File: config.mk
export PLATFORM = sky130hd
export DESIGN_NAME = page_mapper
export DESIGN_NICKNAME = d
export VERILOG_FILES = /design/src/rtl/mapper_pkg.sv /design/src/rtl/map_regfile.sv /design/src/rtl/map_mode_ctl.sv /design/src/rtl/map_xlate.sv /design/src/rtl/page_mapper.sv
export SDC_FILE = /design/constraint.sdc
export NUM_CORES = 1
export LEC_CHECK = 0
export BUFFER_PORTS_ARGS = -buffer_cell sky130_fd_sc_hd__buf_2
export CAP_MARGIN = 10
export CORE_UTILIZATION = 25
export CTS_BUF_LIST = sky130_fd_sc_hd__clkbuf_4
export CTS_CLUSTER_SIZE = 10
export DETAILED_ROUTE_END_ITERATION = 8
export PLACE_DENSITY = 0.49
export SYNTH_ARGS = -nofsm -noshare
export SYNTH_HDL_FRONTEND = slang
export SYNTH_SLANG_ARGS = --single-unit
File: constraint.sdc
create_clock -name clk -period 2.3 [get_ports clk]
set_input_delay 0.46 -clock clk [delete_from_list [all_inputs] [get_ports clk]]
set_output_delay 0.46 -clock clk [all_outputs]
set_load 0.02 [all_outputs]
File: src/rtl/mapper_pkg.sv
package mapper_pkg;

    localparam int MAP_ADDR_W = 16;
    localparam int MAP_OFS_W  = 12;
    localparam int MAP_PHYS_W = 19;
    localparam int MAP_IDX_W  = MAP_ADDR_W - MAP_OFS_W;
    localparam int MAP_NREG   = 1 << MAP_IDX_W;
    localparam int MAP_EXT_W  = MAP_PHYS_W - MAP_ADDR_W;
    localparam int MAP_PAGE_W = MAP_PHYS_W - MAP_OFS_W;

    // one map register: protect flag, high page bits, scrambled low nibble
    typedef struct packed {
        logic                 prot;
        logic [MAP_EXT_W-1:0] hi;
        logic [3:0]           lo;
    } map_entry_t;

    typedef enum logic [1:0] {
        MODE_PASS   = 2'd0,
        MODE_MAP    = 2'd1,
        MODE_ACCESS = 2'd2
    } map_mode_t;

    // physical page number produced by one register byte
    function automatic logic [MAP_PAGE_W-1:0] entry_page(map_entry_t e);
        return {e.hi, e.lo[2], e.lo[1], e.lo[0], e.lo[3]};
    endfunction

    // physical page number used when translation is bypassed
    function automatic logic [MAP_PAGE_W-1:0] pass_page(logic [MAP_IDX_W-1:0] p);
        return {{MAP_EXT_W{1'b0}}, p};
    endfunction

endpackage

File: src/rtl/map_regfile.sv
module map_regfile
    import mapper_pkg::*;
#(
    parameter int NREG  = MAP_NREG,
    parameter int IDX_W = MAP_IDX_W
) (
    input  logic             clk,
    input  logic             rst,
    input  logic             we,
    input  logic [IDX_W-1:0] widx,
    input  map_entry_t       wentry,
    input  logic [IDX_W-1:0] ridx_acc,
    input  logic [IDX_W-1:0] ridx_xl,
    output map_entry_t       rentry_acc,
    output map_entry_t       rentry_xl
);

    map_entry_t regs [NREG];

    for (genvar g = 0; g < NREG; g++) begin : g_reg
        always_ff @(posedge clk) begin
            if (rst) begin
                regs[g] <= '0;
            end else if (we && (widx == IDX_W'(g))) begin
                regs[g] <= wentry;
            end
        end
    end

    always_comb begin
        rentry_acc = regs[ridx_acc];
        rentry_xl  = regs[ridx_xl];
    end

endmodule

File: src/rtl/map_mode_ctl.sv
module map_mode_ctl
    import mapper_pkg::*;
(
    input  logic      sel,
    input  logic      rd,
    input  logic      stb,
    input  logic      en,
    output map_mode_t mode,
    output logic      wr_fire,
    output logic      rd_fire
);

    always_comb begin
        if (sel)     mode = MODE_ACCESS;
        else if (en) mode = MODE_MAP;
        else         mode = MODE_PASS;
        wr_fire = sel && !rd && stb;
        rd_fire = sel && rd;
    end

endmodule

File: src/rtl/map_xlate.sv
module map_xlate
    import mapper_pkg::*;
#(
    parameter int ADDR_W = MAP_ADDR_W,
    parameter int OFS_W  = MAP_OFS_W,
    parameter int PHYS_W = MAP_PHYS_W
) (
    input  map_mode_t         mode,
    input  map_entry_t        entry,
    input  logic [ADDR_W-1:0] vaddr,
    output logic [PHYS_W-1:0] paddr,
    output logic              prot,
    output logic              active
);

    localparam int PG_W = PHYS_W - OFS_W;

    logic [PG_W-1:0] page;

    always_comb begin
        active = (mode == MODE_MAP);
        if (active) begin
            page = entry_page(entry);
            prot = entry.prot;
        end else begin
            page = pass_page(vaddr[ADDR_W-1:OFS_W]);
            prot = 1'b0;
        end
        paddr = {page, vaddr[OFS_W-1:0]};
    end

endmodule

File: src/rtl/page_mapper.sv
module page_mapper
    import mapper_pkg::*;
#(
    parameter int ADDR_W = MAP_ADDR_W,
    parameter int OFS_W  = MAP_OFS_W,
    parameter int PHYS_W = MAP_PHYS_W
) (
    input  logic              clk,
    input  logic              rst,
    input  logic              acc_sel,
    input  logic              acc_rd,
    input  logic              acc_stb,
    input  logic [3:0]        acc_idx,
    input  logic [7:0]        acc_wdata,
    output logic [7:0]        acc_rdata,
    input  logic              map_en,
    input  logic [ADDR_W-1:0] cpu_addr,
    output logic [PHYS_W-1:0] phys_addr,
    output logic              page_prot,
    output logic              map_active
);

    localparam int IDX_W = ADDR_W - OFS_W;
    localparam int NREG  = 1 << IDX_W;

    map_mode_t  mode;
    logic       wr_fire, rd_fire;
    map_entry_t ent_acc, ent_xl;

    map_mode_ctl u_mode (
        .sel     (acc_sel),
        .rd      (acc_rd),
        .stb     (acc_stb),
        .en      (map_en),
        .mode    (mode),
        .wr_fire (wr_fire),
        .rd_fire (rd_fire)
    );

    map_regfile #(.NREG(NREG), .IDX_W(IDX_W)) u_regs (
        .clk        (clk),
        .rst        (rst),
        .we         (wr_fire),
        .widx       (acc_idx),
        .wentry     (map_entry_t'(acc_wdata)),
        .ridx_acc   (acc_idx),
        .ridx_xl    (cpu_addr[ADDR_W-1:OFS_W]),
        .rentry_acc (ent_acc),
        .rentry_xl  (ent_xl)
    );

    map_xlate #(.ADDR_W(ADDR_W), .OFS_W(OFS_W), .PHYS_W(PHYS_W)) u_xl (
        .mode   (mode),
        .entry  (ent_xl),
        .vaddr  (cpu_addr),
        .paddr  (phys_addr),
        .prot   (page_prot),
        .active (map_active)
    );

    assign acc_rdata = rd_fire ? 8'(ent_acc) : 8'h00;

endmodule

Word level (Yosys, flattened, before mapping)
Memory sizes are Yosys's and may differ from the RTL's.
Cells that the tools add are included.
{"block": "word_totals", "regBits": 0, "ram_bits": 128, "n_memories": 1}
{"block": "op_classes", "eq_ne": 16, "mux": 71, "bitwise": 16, "reduce_logical": 21}
{"name": "u_regs.regs", "depth": 16, "width": 8, "read_ports": 2, "rd_clocked_by_memory_dff": 0, "wr": 16, "line_no": "map_regfile.sv:18", "text": "map_entry_t regs [NREG];"}
{"cell": "two-way mux 8 bit", "count": 17}
{"cell": "two-way mux 1 bit", "count": 52}
{"cell": "equality test 4 bit, second input constant", "count": 8}
{"cell": "logical AND 1 bit", "count": 19}
{"cell": "equality test 4 x 3 -> 1 bit, second input constant", "count": 4}
{"cell": "OR 1 bit", "count": 16}
{"cell": "equality test 4 x 2 -> 1 bit, second input constant", "count": 2}
{"cell": "two-way mux 7 bit", "count": 1}
{"cell": "equality test 4 x 1 -> 1 bit, second input constant", "count": 1}
{"cell": "zero test 4 bit", "count": 1}
{"cell": "equality test 2 x 1 -> 1 bit, second input constant", "count": 1}
{"cell": "two-way mux 2 bit", "count": 1}
{"cell": "zero test 1 bit", "count": 1}

Logic depth before layout (Yosys ltp)
Gate-level depths: netlist (run 1).
{"block": "depth", "ltp_word": 8, "depth_mapped": 7, "mapped_depth_nobuf": 4}

Modules after synthesis
Synthesis (run 1) repeated with hierarchy kept, for this count alone.
{"block": "hier_totals", "cells_unflattened": 488, "area_unflattened_um2": 7141.8}
{"mod": "map_regfile", "instances": 1, "cells_each": 454, "area_each_um2": 6856.6, "seq_area_each_um2": 3843.7}
{"mod": "map_xlate", "instances": 1, "cells_each": 22, "area_each_um2": 205.2, "seq_area_each_um2": 0.0}
{"mod": "page_mapper", "instances": 1, "cells_each": 8, "area_each_um2": 50.0, "seq_area_each_um2": 0.0}
{"mod": "map_mode_ctl", "instances": 1, "cells_each": 4, "area_each_um2": 30.0, "seq_area_each_um2": 0.0}

Least setup slack after synthesis (run 1)
No wires, ideal clock.
{"block": "synth_timing", "path_type": "input to output", "startpoint": "input port acc_idx[0]", "endpoint": "output port acc_rdata[0]", "arrival_ns": 1.675, "path_slack_ns": 0.165, "path_stages": 5, "n_path_buf": 2, "cell_sequence": "buf_4 -> buf_4 -> mux4_2 -> mux2i_1 -> o22ai_1"}
{"block": "synth_via", "elab_chain_cells": 2}
{"item": "start: declaration", "line_no": "page_mapper.sv:13", "text": "input logic [3:0] acc_idx,"}
{"item": "memory (16 x 8 bit)"}
{"item": "two-way mux 8 bit", "line_no": "page_mapper.sv:61", "text": "assign acc_rdata = rd_fire ? 8'(ent_acc) : 8'h00;"}
{"item": "end: declaration", "line_no": "page_mapper.sv:15", "text": "output logic [7:0] acc_rdata,"}
No other way between the ends.

==> flow_summary_export.csv, run 1 <==
group,metric,value,unit
synthesis,synth_top_area_cell,"edfxtp_1",
status,violations,"negative setup slack",
global_routing,overflow,0,
clock_network,cts_hold_buffers,0,
final_layout,largest_reg_flops,128,
synthesis,avgSynthCellArea,15.0,um^2
route,drc_errors,0,
power,leakage,3.18,nW
route,avgViaCountPerCell,4.71,
route,wl,21600,um
job,max_cap_viol_count,0,
synthesis,synthFlopType,"edfxtp_1",
route,ant_nets,0,
status,outcome,"finished, violations left",
clock_network,postCtsSetupBuffers,0,
floorplan,start_util,0.254,
worst_setup_path,cp.arrival,2.23,ns
worst_setup_path,crit_path_start_kind,"flop",
timing,hold_violations,0,
final_layout,nets,598,
timing,finalCriticalPeriod,2.69,ns
clock_network,htreeDepth,4,
synthesis,synthArstFlopShare,0,
power,pwr-share-seq,0.528,
synthesis,yosys-top-cells-area,"edfxtp_1 (53%), mux4_2 (15%), and2_1 (11%)",
final_layout,final_common_cell,"and2_1",
final_layout,layout_common_cells,"and2_1 (129), edfxtp_1 (128), mux4_2 (52)",
global_routing,grt_start_max_net_pins,21,
timing,holdWs,0.408,ns
synthesis,synth-edff-count,128,
global_routing,antenna_found_initial,1,
timing,tightest_slew,0.760,ns
floorplan,coreArea,0.0287,mm^2
clock_network,clock_path_buffers,2,
global_routing,gr-usage-all-layers,0.149,
place,post-place-cells,929,
timing,finalSetupViolCount,16,
synthesis,ys_warn_count,0,
route,dr_total_vias,4525,
worst_setup_path,worst-setup-path-type,"flop to primary output",
synthesis,synth_area,0.00729,mm^2
synthesis,synth_seq_cells,128,
timing,relSlewSlack,0.492,
timing,finalMaxSlewViolations,0,
timing,max_freq,372,MHz
timing,rsz0062_at_grt,"true",
timing,final.setup.worst_slack,-0.389,ns
clock_network,cts.sinks,128,
clock_network,clock-root-buffer,"clkbuf_4",
final_layout,finalNonFillerCells,960,
place,gp_congestion,0.878,
global_routing,grt_pass1_vias,4878,
route,initialDrtViolationCount,399,
route,post_drt_wl_per_cell,22.5,um
place,dpl.hpwl,15900,um
synthesis,ys_seq_area_frac,0.527,
synthesis,synth_top_area_share,0.527,
power,p_clk_frac,0.300,
floorplan,ios,63,
worst_setup_path,worst-path-max-fanout,2,
power,vdd_ir_drop_max,0.000266,V
worst_setup_path,crit_path_end_kind,"primary output",
power,total_power,5.22,mW
final_layout,reg_top3,"u_regs.regs x128",
place,port_buffers,38,
power,p_per_area,588,mW/mm^2
synthesis,syn_inst,485,
worst_setup_path,cp.required,1.84,ns
floorplan,num_rows,62,
power,internal-power,3.85,mW
timing,period_share,1.17,
global_routing,grt_pass1_wl,32200,um
place,dp_slack,-0.213,ns
final_layout,drive_gt1_frac,0.375,
worst_hold_path,hold_class,"input pin to flop",
floorplan,fp.dieH,173,um
final_layout,diodes,0,
floorplan,die_x,173,um
synthesis,syn_nets,519,
synthesis,synthDistinctLibCells,36,
final_layout,syn2layout_area_growth,21.8,%
clock_network,cts_tree,"built",
floorplan,die_area,0.0298,mm^2
clock_network,cts.clk_slew.worst_paths,0.12,ns
power,p_comb_frac,0.172,
power,p_sw_frac,0.262,
timing,finalSetupTns,-3.46,ns
power,power_switching,1.37,mW
clock_network,cts_inserted_buffers,17,
route,firstDrtPassIters,4,
final_layout,largest_register,"u_regs.regs",
-- cell families after synthesis --
logic type / synth area share
compound gates: 0.0366
buf+inv: 0.0493
flops: 0.527
mux: 0.241
simple gates: 0.146
-- metrics by stage --
step	util	area, um^2
after floorplan	-	7290
after detailed placement	0.290	8310
final	0.309	8880
after global placement	0.290	8310
after CTS	0.308	8850
after global routing	0.309	8880
-- Yosys cell counts (2+ instances only) --
| library cell | instances |
|---|---|
| o22ai_1 | 13 |
| a41oi_1 | 2 |
| mux2i_1 | 30 |
| mux4_2 | 48 |
| o21bai_1 | 4 |
| and3_1 | 3 |
| buf_2 | 3 |
| nand3_1 | 5 |
| clkbuf_1 | 13 |
| buf_4 | 17 |
| nor2b_1 | 3 |
| nor2_1 | 19 |
| inv_1 | 2 |
| clkbuf_8 | 6 |
| mux2_2 | 3 |
| buf_12 | 2 |
| a31oi_1 | 3 |
| a21o_1 | 12 |
| mux4_1 | 13 |
| or3_1 | 2 |
| nand2b_1 | 5 |
| edfxtp_1 | 128 |
| and2_1 | 129 |
| a21oi_1 | 2 |
| buf_6 | 2 |
| nand2_1 | 6 |
-- per-layer routing --
metal | part of all wire | vias to the layer above | global-route usage
li1 | - | 2019 | -
met1 | 0.43 | 2344 | 0.192
met2 | 0.49 | 130 | 0.242
met3 | 0.053 | 30 | 0.0343
met4 | 0.027 | 2 | 0.0605
met5 | 0.00046 | - | 0
-- worst paths after layout --
check / from / slack (ns) / cells after the start / to
worst max-delay path: u_regs.regs[3][2] / -0.39 / 5 / phys_addr[15]
worst min-delay path: acc_wdata[0] / 0.41 / 2 / u_regs.regs[2][0]
-- timing repair --
item | 4_1_cts | 5_1_grt
hold endpoints to repair | 0 | 0
endpoints found under the setup margin | 16 | 16
resized for setup | 59 | 9
pin swaps | 3 | 2
-- layout make-up --
class	count	area (um^2)
clock inverter	14	149
timing repair buffer	104	982
clock buffer	17	128
tap	384	480
sequential	128	3840
fill	2874	19800
inverter	2	7.51
multi-input combinational	311	3290
-- power groups by stage --
stage	registers, mW	logic (mW)	clock network (mW)
final	2.76	0.897	1.56
after global routing	2.77	0.945	1.67
after CTS	2.76	0.893	1.59
after detailed placement	2.81	0.801	0
after global placement	2.80	0.798	0
after floorplan	2.77	0.496	0
-- worst max-delay path, cell delays in order (launching register included) --
cell	delay, ns
edfxtp_1	0.47
mux4_2	0.51
or2_1	0.24
a41oi_2	0.19
a31oi_1	0.08
buf_2	0.18
(Power assumes the default switching activity.)
==> inputs of run 2 (changes only) <==
Settings changed: CORE_ASPECT_RATIO set to 0.6, CTS_CLUSTER_SIZE 10 to not set.
==> run 2 against run 1 <==
  * Design area is 2.0% higher
  * Critical path depth is 1 lower
  * Highest routed layer unchanged
  * The run still ends with negative setup slack left
  * Setup slack better by 0.14 ns
  * Core utilization is 1.3 points higher
  * Sequential power hardly changed
  * Combinational power is 3.8% higher
==> flow_summary_export.csv, run 2 (synthesis gave the netlist of run 1 again) <==
group,metric,value,unit
route,dr_total_vias,4822,
floorplan,die_x,222,um
worst_setup_path,cpMaxStageDelayCell,"mux4_2",
place,dpl.hpwl,18100,um
timing,holdWs,0.416,ns
route,wl,23200,um
worst_hold_path,min_from,"acc_wdata[6]",
power,p_per_area,583,mW/mm^2
clock_network,clock_path_buffers,2,
final_layout,diodes,0,
worst_setup_path,worst-setup-path-type,"flop to primary output",
timing,rsz0062_at_grt,"true",
floorplan,start_util,0.259,
power,vdd_ir_drop_max,0.000289,V
clock_network,cts_hold_buffers,0,
power,leakage,3.28,nW
timing,hold_violations,0,
final_layout,final_common_cell,"and2_1",
floorplan,coreArea,0.0281,mm^2
global_routing,grt_pass1_vias,4993,
route,post_drt_wl_per_cell,24.0,um
final_layout,reg_top3,"u_regs.regs x128",
final_layout,largest_reg_flops,128,
place,gp_congestion,0.825,
worst_hold_path,holdPathStages,2,
clock_network,htreeDepth,4,
final_layout,drive_gt1_frac,0.429,
status,outcome,"finished, violations left",
worst_setup_path,path_cells,"mux4_2 > nand2b_4 > a221o_1 > buf_6",
global_routing,grt_pass1_wl,34600,um
final_layout,largest_register,"u_regs.regs",
worst_hold_path,holdPathEnd,"u_regs.regs[9][6]",
global_routing,gr-usage-all-layers,0.163,
final_layout,layout_common_cells,"and2_1 (129), edfxtp_1 (128), buf_4 (78)",
clock_network,clock-root-buffer,"clkbuf_4",
route,drc_errors,0,
timing,max_freq,392,MHz
timing,finalSetupTns,-2.78,ns
worst_setup_path,worst-path-max-fanout,2,
worst_setup_path,cp.arrival,2.09,ns
timing,final.setup.worst_slack,-0.251,ns
worst_hold_path,hold_class,"input pin to flop",
route,avgViaCountPerCell,4.98,
timing,finalSetupViolCount,16,
place,port_buffers,38,
job,max_cap_viol_count,0,
timing,period_share,1.11,
floorplan,die_area,0.0299,mm^2
worst_setup_path,crit_path_start_kind,"flop",
clock_network,cts_inserted_buffers,17,
worst_setup_path,crit_path_end_kind,"primary output",
worst_setup_path,cp.required,1.84,ns
timing,finalCriticalPeriod,2.55,ns
final_layout,nets,623,
clock_network,cts_tree,"built",
timing,finalMaxSlewViolations,0,
timing,relSlewSlack,0.438,
route,ant_nets,0,
timing,tightest_slew,0.839,ns
global_routing,overflow,0,
clock_network,cts.clk_slew.worst_paths,0.13,ns
final_layout,syn2layout_area_growth,24.2,%
clock_network,cts.sinks,128,
global_routing,antenna_found_initial,2,
floorplan,num_rows,47,
status,violations,"negative setup slack",
floorplan,ios,63,
floorplan,fp.dieH,134,um
route,firstDrtPassIters,5,
worst_setup_path,slowest_delay,0.50,ns
global_routing,grt_start_max_net_pins,20,
route,initialDrtViolationCount,469,
run 2: cell count changes in the layout (fill, tap and decap cells not counted), moves of 2 or more:
cell      change
mux2_2        -2
buf_4        +28
buf_12        -3
mux2i_4       +3
o22ai_2       +6
mux4_2        +4
clkinv_2      -3
mux2i_2       +6
mux4_1        -4
clkinv_4      +3
o22ai_4       -5
mux2_4        +2
mux2i_1       -9
run 2: metrics by stage:
step / worst slack (ns) / area (um^2) / utilization / power (mW) / instances
2_1_floorplan: 0.165 / 7290 / - / 3.27 / 485
3_3_place_gp: -0.430 / 8420 / 0.300 / 3.60 / 934
3_5_place_dp: -0.389 / 8420 / 0.300 / 3.61 / 934
5_1_grt: -0.387 / 9050 / 0.322 / 5.46 / 969
4_1_cts: -0.312 / 9000 / 0.320 / 5.28 / 969
6_report: -0.251 / 9050 / 0.322 / 5.28 / 969
run 2: critical path, delay by kind of cell, from the launching register on:
| family | cells | cell delay (ns) |
|---|---|---|
| compound gates | 1 | 0.33 |
| buf+inv | 1 | 0.14 |
| flops | 1 | 0.44 |
| mux | 1 | 0.50 |
| simple gates | 1 | 0.15 |
run 2: area by class of cell:
type	count	area, um^2
Fill cell	2838	19100
Sequential cell	128	3840
Multi-Input combinational cell	311	3330
Timing Repair Buffer	129	1140
Tap cell	367	459
Clock inverter	14	143
Clock buffer	18	135
Inverter	2	7.51
run 2: layer usage:
layer,vias up,part of all wire,track usage
met1,2529,0.51,0.254
li1,2073,-,-
met3,14,0.078,0.0427
met5,-,0.0010,0
met4,4,0.0047,0.0272
met2,202,0.41,0.224
run 2: how the worst max path moves through the flow:
stage	from	endpoint	slack, ns	depth (start not counted)
4_1_cts	u_regs.regs[15][3]	phys_addr[12]	-0.31	4
2_1_floorplan	acc_idx[0]	acc_rdata[0]	0.16	5
6_report	u_regs.regs[15][3]	phys_addr[12]	-0.25	4
5_1_grt	u_regs.regs[10][3]	phys_addr[12]	-0.39	5
3_5_place_dp	acc_idx[0]	acc_rdata[2]	-0.39	7
3_3_place_gp	acc_idx[0]	acc_rdata[2]	-0.43	7
run 2: repair_timing:
| item | 4_1_cts | 5_1_grt |
|---|---|---|
| pin swaps | 14 | 6 |
| endpoints found under the setup margin | 16 | 16 |
| setup buffers | 5 | 0 |
| cloned | 0 | 0 |
| gates resized for setup | 75 | 11 |
run 2: where the power goes:
part / internal [mW] / total (mW) / switching [mW] / leakage, nW
registers: 2.69 / 2.76 / 0.0752 / 1.22
clock network: 0.652 / 1.59 / 0.938 / 0.140
logic: 0.462 / 0.931 / 0.469 / 1.92
total: 3.80 / 5.28 / 1.48 / 3.28
==> inputs of run 3 (changes only) <==
Settings changed: CORE_ASPECT_RATIO 0.6 to not set, MAX_ROUTING_LAYER set to met4.
==> run 3 against run 2 <==
  * Highest routed layer is now met4
  * Largest cell class unchanged
  * Cell count shrank 0.83%
  * The flow still finishes with violations (negative setup slack)
  * First-iteration DRC count shrank 20%
  * Core utilization shrank 1.3 points
  * Count of clock-buffer cells in the layout shrank 1
  * Sequential share of layout area grew 0.84 points
  * Flip-flop and latch count is the same
  * Sequential power is essentially flat
  * Critical endpoint is now phys_addr[15]
==> flow_summary_export.csv, run 3 (synthesis gave the netlist of run 1 again) <==
group,metric,value,unit
status,violations,"negative setup slack",
final_layout,reg_top3,"u_regs.regs x128",
global_routing,overflow,0,
final_layout,n_fill_cell,2874,
status,outcome,"finished, violations left",
worst_setup_path,cp.arrival,2.25,ns
power,vdd_ir_drop_max,0.000264,V
global_routing,gr-usage-all-layers,0.154,
worst_setup_path,crit_path_end_kind,"primary output",
route,post_drt_wl_per_cell,22.5,um
final_layout,layout_common_cells,"and2_1 (129), edfxtp_1 (128), mux4_2 (52)",
job,max_cap_viol_count,0,
route,drc_errors,0,
timing,finalMaxSlewViolations,0,
power,leakage,3.18,nW
route,firstDrtPassIters,7,
final_layout,final_common_cell,"and2_1",
final_layout,syn2layout_area_growth,21.8,%
worst_hold_path,hold_class,"input pin to flop",
route,wl,21600,um
final_layout,largest_register,"u_regs.regs",
global_routing,antenna_found_initial,1,
final_layout,drive_gt1_frac,0.375,
global_routing,grt_pass1_wl,32200,um
timing,hold_violations,0,
power,p_per_area,588,mW/mm^2
floorplan,start_util,0.254,
place,post-place-cells,929,
floorplan,fp.dieH,173,um
worst_hold_path,holdPathStages,2,
clock_network,cts_tree,"built",
timing,finalSetupViolCount,16,
timing,relSlewSlack,0.496,
timing,finalSetupTns,-3.47,ns
timing,rsz0062_at_grt,"true",
place,port_buffers,38,
route,initialDrtViolationCount,375,
place,gp_congestion,0.892,
worst_setup_path,worst-path-max-fanout,2,
worst_setup_path,slowest_delay,0.51,ns
clock_network,cts_inserted_buffers,17,
final_layout,nets,598,
worst_setup_path,worst-setup-path-type,"flop to primary output",
floorplan,die_area,0.0298,mm^2
worst_setup_path,cp.required,1.84,ns
clock_network,clock-root-buffer,"clkbuf_4",
timing,tightest_slew,0.753,ns
clock_network,cts.sinks,128,
route,ant_nets,0,
global_routing,grt_pass1_vias,4840,
clock_network,clock_path_buffers,2,
floorplan,ios,63,
final_layout,largest_reg_flops,128,
timing,period_share,1.18,
worst_setup_path,path_cells,"mux4_2 > or2_1 > a41oi_2 > a31oi_1 > buf_2",
route,avgViaCountPerCell,4.71,
floorplan,die_x,173,um
global_routing,grt_start_max_net_pins,21,
route,dr_total_vias,4524,
final_layout,finalNonFillerCells,961,
worst_setup_path,crit_path_start_kind,"flop",
clock_network,cts.clk_slew.worst_paths,0.12,ns
floorplan,num_rows,62,
clock_network,postCtsSetupBuffers,0,
worst_setup_path,cpMaxStageDelayCell,"mux4_2",
clock_network,cts_hold_buffers,0,
timing,max_freq,369,MHz
timing,finalCriticalPeriod,2.71,ns
place,dpl.hpwl,15900,um
floorplan,coreArea,0.0287,mm^2
worst_hold_path,holdPathEnd,"u_regs.regs[2][0]",
timing,final.setup.worst_slack,-0.413,ns
worst_hold_path,min_from,"acc_wdata[0]",
clock_network,htreeDepth,4,
[run 3: changes by cell type in the layout (fill, tap and decap cells not counted), moves of 2 or more]
cell,delta
mux4_2,-4
buf_12,+3
mux2i_2,-6
buf_4,-28
mux2i_4,-3
mux2_2,+2
clkinv_4,-3
clkinv_2,+3
o22ai_2,-6
mux2i_1,+9
mux2_4,-2
mux4_1,+4
o22ai_4,+5
[run 3: through the flow]
step / cell area [um^2] / utilization / total power, mW / worst slack (ns) / hold slack [ns]
floorplan: 7290 / - / 3.27 / 0.165 / 0.658
CTS: 8850 / 0.308 / 5.24 / -0.396 / 0.387
global placement: 8310 / 0.290 / 3.60 / -0.194 / 0.920
global route: 8880 / 0.309 / 5.38 / -0.474 / 0.398
finish: 8880 / 0.309 / 5.22 / -0.413 / 0.408
detailed placement: 8310 / 0.290 / 3.61 / -0.213 / 0.920
[run 3: worst max-delay path: cells and delay by family (launching register included)]
kind	cells	cell delay, ns
mux	1	0.51
flops	1	0.48
compound gates	2	0.29
simple gates	1	0.24
buf+inv	1	0.18
[run 3: how the worst max path moves through the flow]
stage                           start            end  slack [ns]  cells past startpoint
global placement         cpu_addr[13]  phys_addr[15]       -0.19                      9
finish              u_regs.regs[3][2]  phys_addr[15]       -0.41                      5
detailed placement       cpu_addr[12]  phys_addr[15]       -0.21                      7
global route        u_regs.regs[3][2]  phys_addr[15]       -0.47                      5
CTS                 u_regs.regs[3][2]  phys_addr[15]       -0.40                      5
floorplan                  acc_idx[0]   acc_rdata[0]        0.16                      5
[run 3: timing repair]
action,in CTS,in global routing
endpoints found under the setup margin,16,16
pin swaps,3,2
resized for setup,59,9
[run 3: routing by layer]
layer / GRT usage / part of all wire
met1: 0.197 / 0.44
met2: 0.239 / 0.48
met3: 0.0330 / 0.055
met4: 0.0594 / 0.027
met5: - / 0
[run 3: layout make-up]
| cell class | instances | area, um^2 | area share |
|---|---|---|---|
| sequential | 128 | 3840 | 0.433 |
| clock inverter | 14 | 149 | 0.0168 |
| multi-input combinational | 311 | 3290 | 0.370 |
| clock buffer | 17 | 128 | 0.0144 |
| timing repair buffer | 104 | 982 | 0.111 |
| antenna | 1 | 2.50 | 0.000282 |
| inverter | 2 | 7.51 | 0.000846 |
| tap | 384 | 480 | 0.0541 |
[run 3: power breakdown]
| part | switching, mW | internal, mW |
|---|---|---|
| logic | 0.456 | 0.440 |
| clock network | 0.840 | 0.724 |
| registers | 0.0716 | 2.69 |
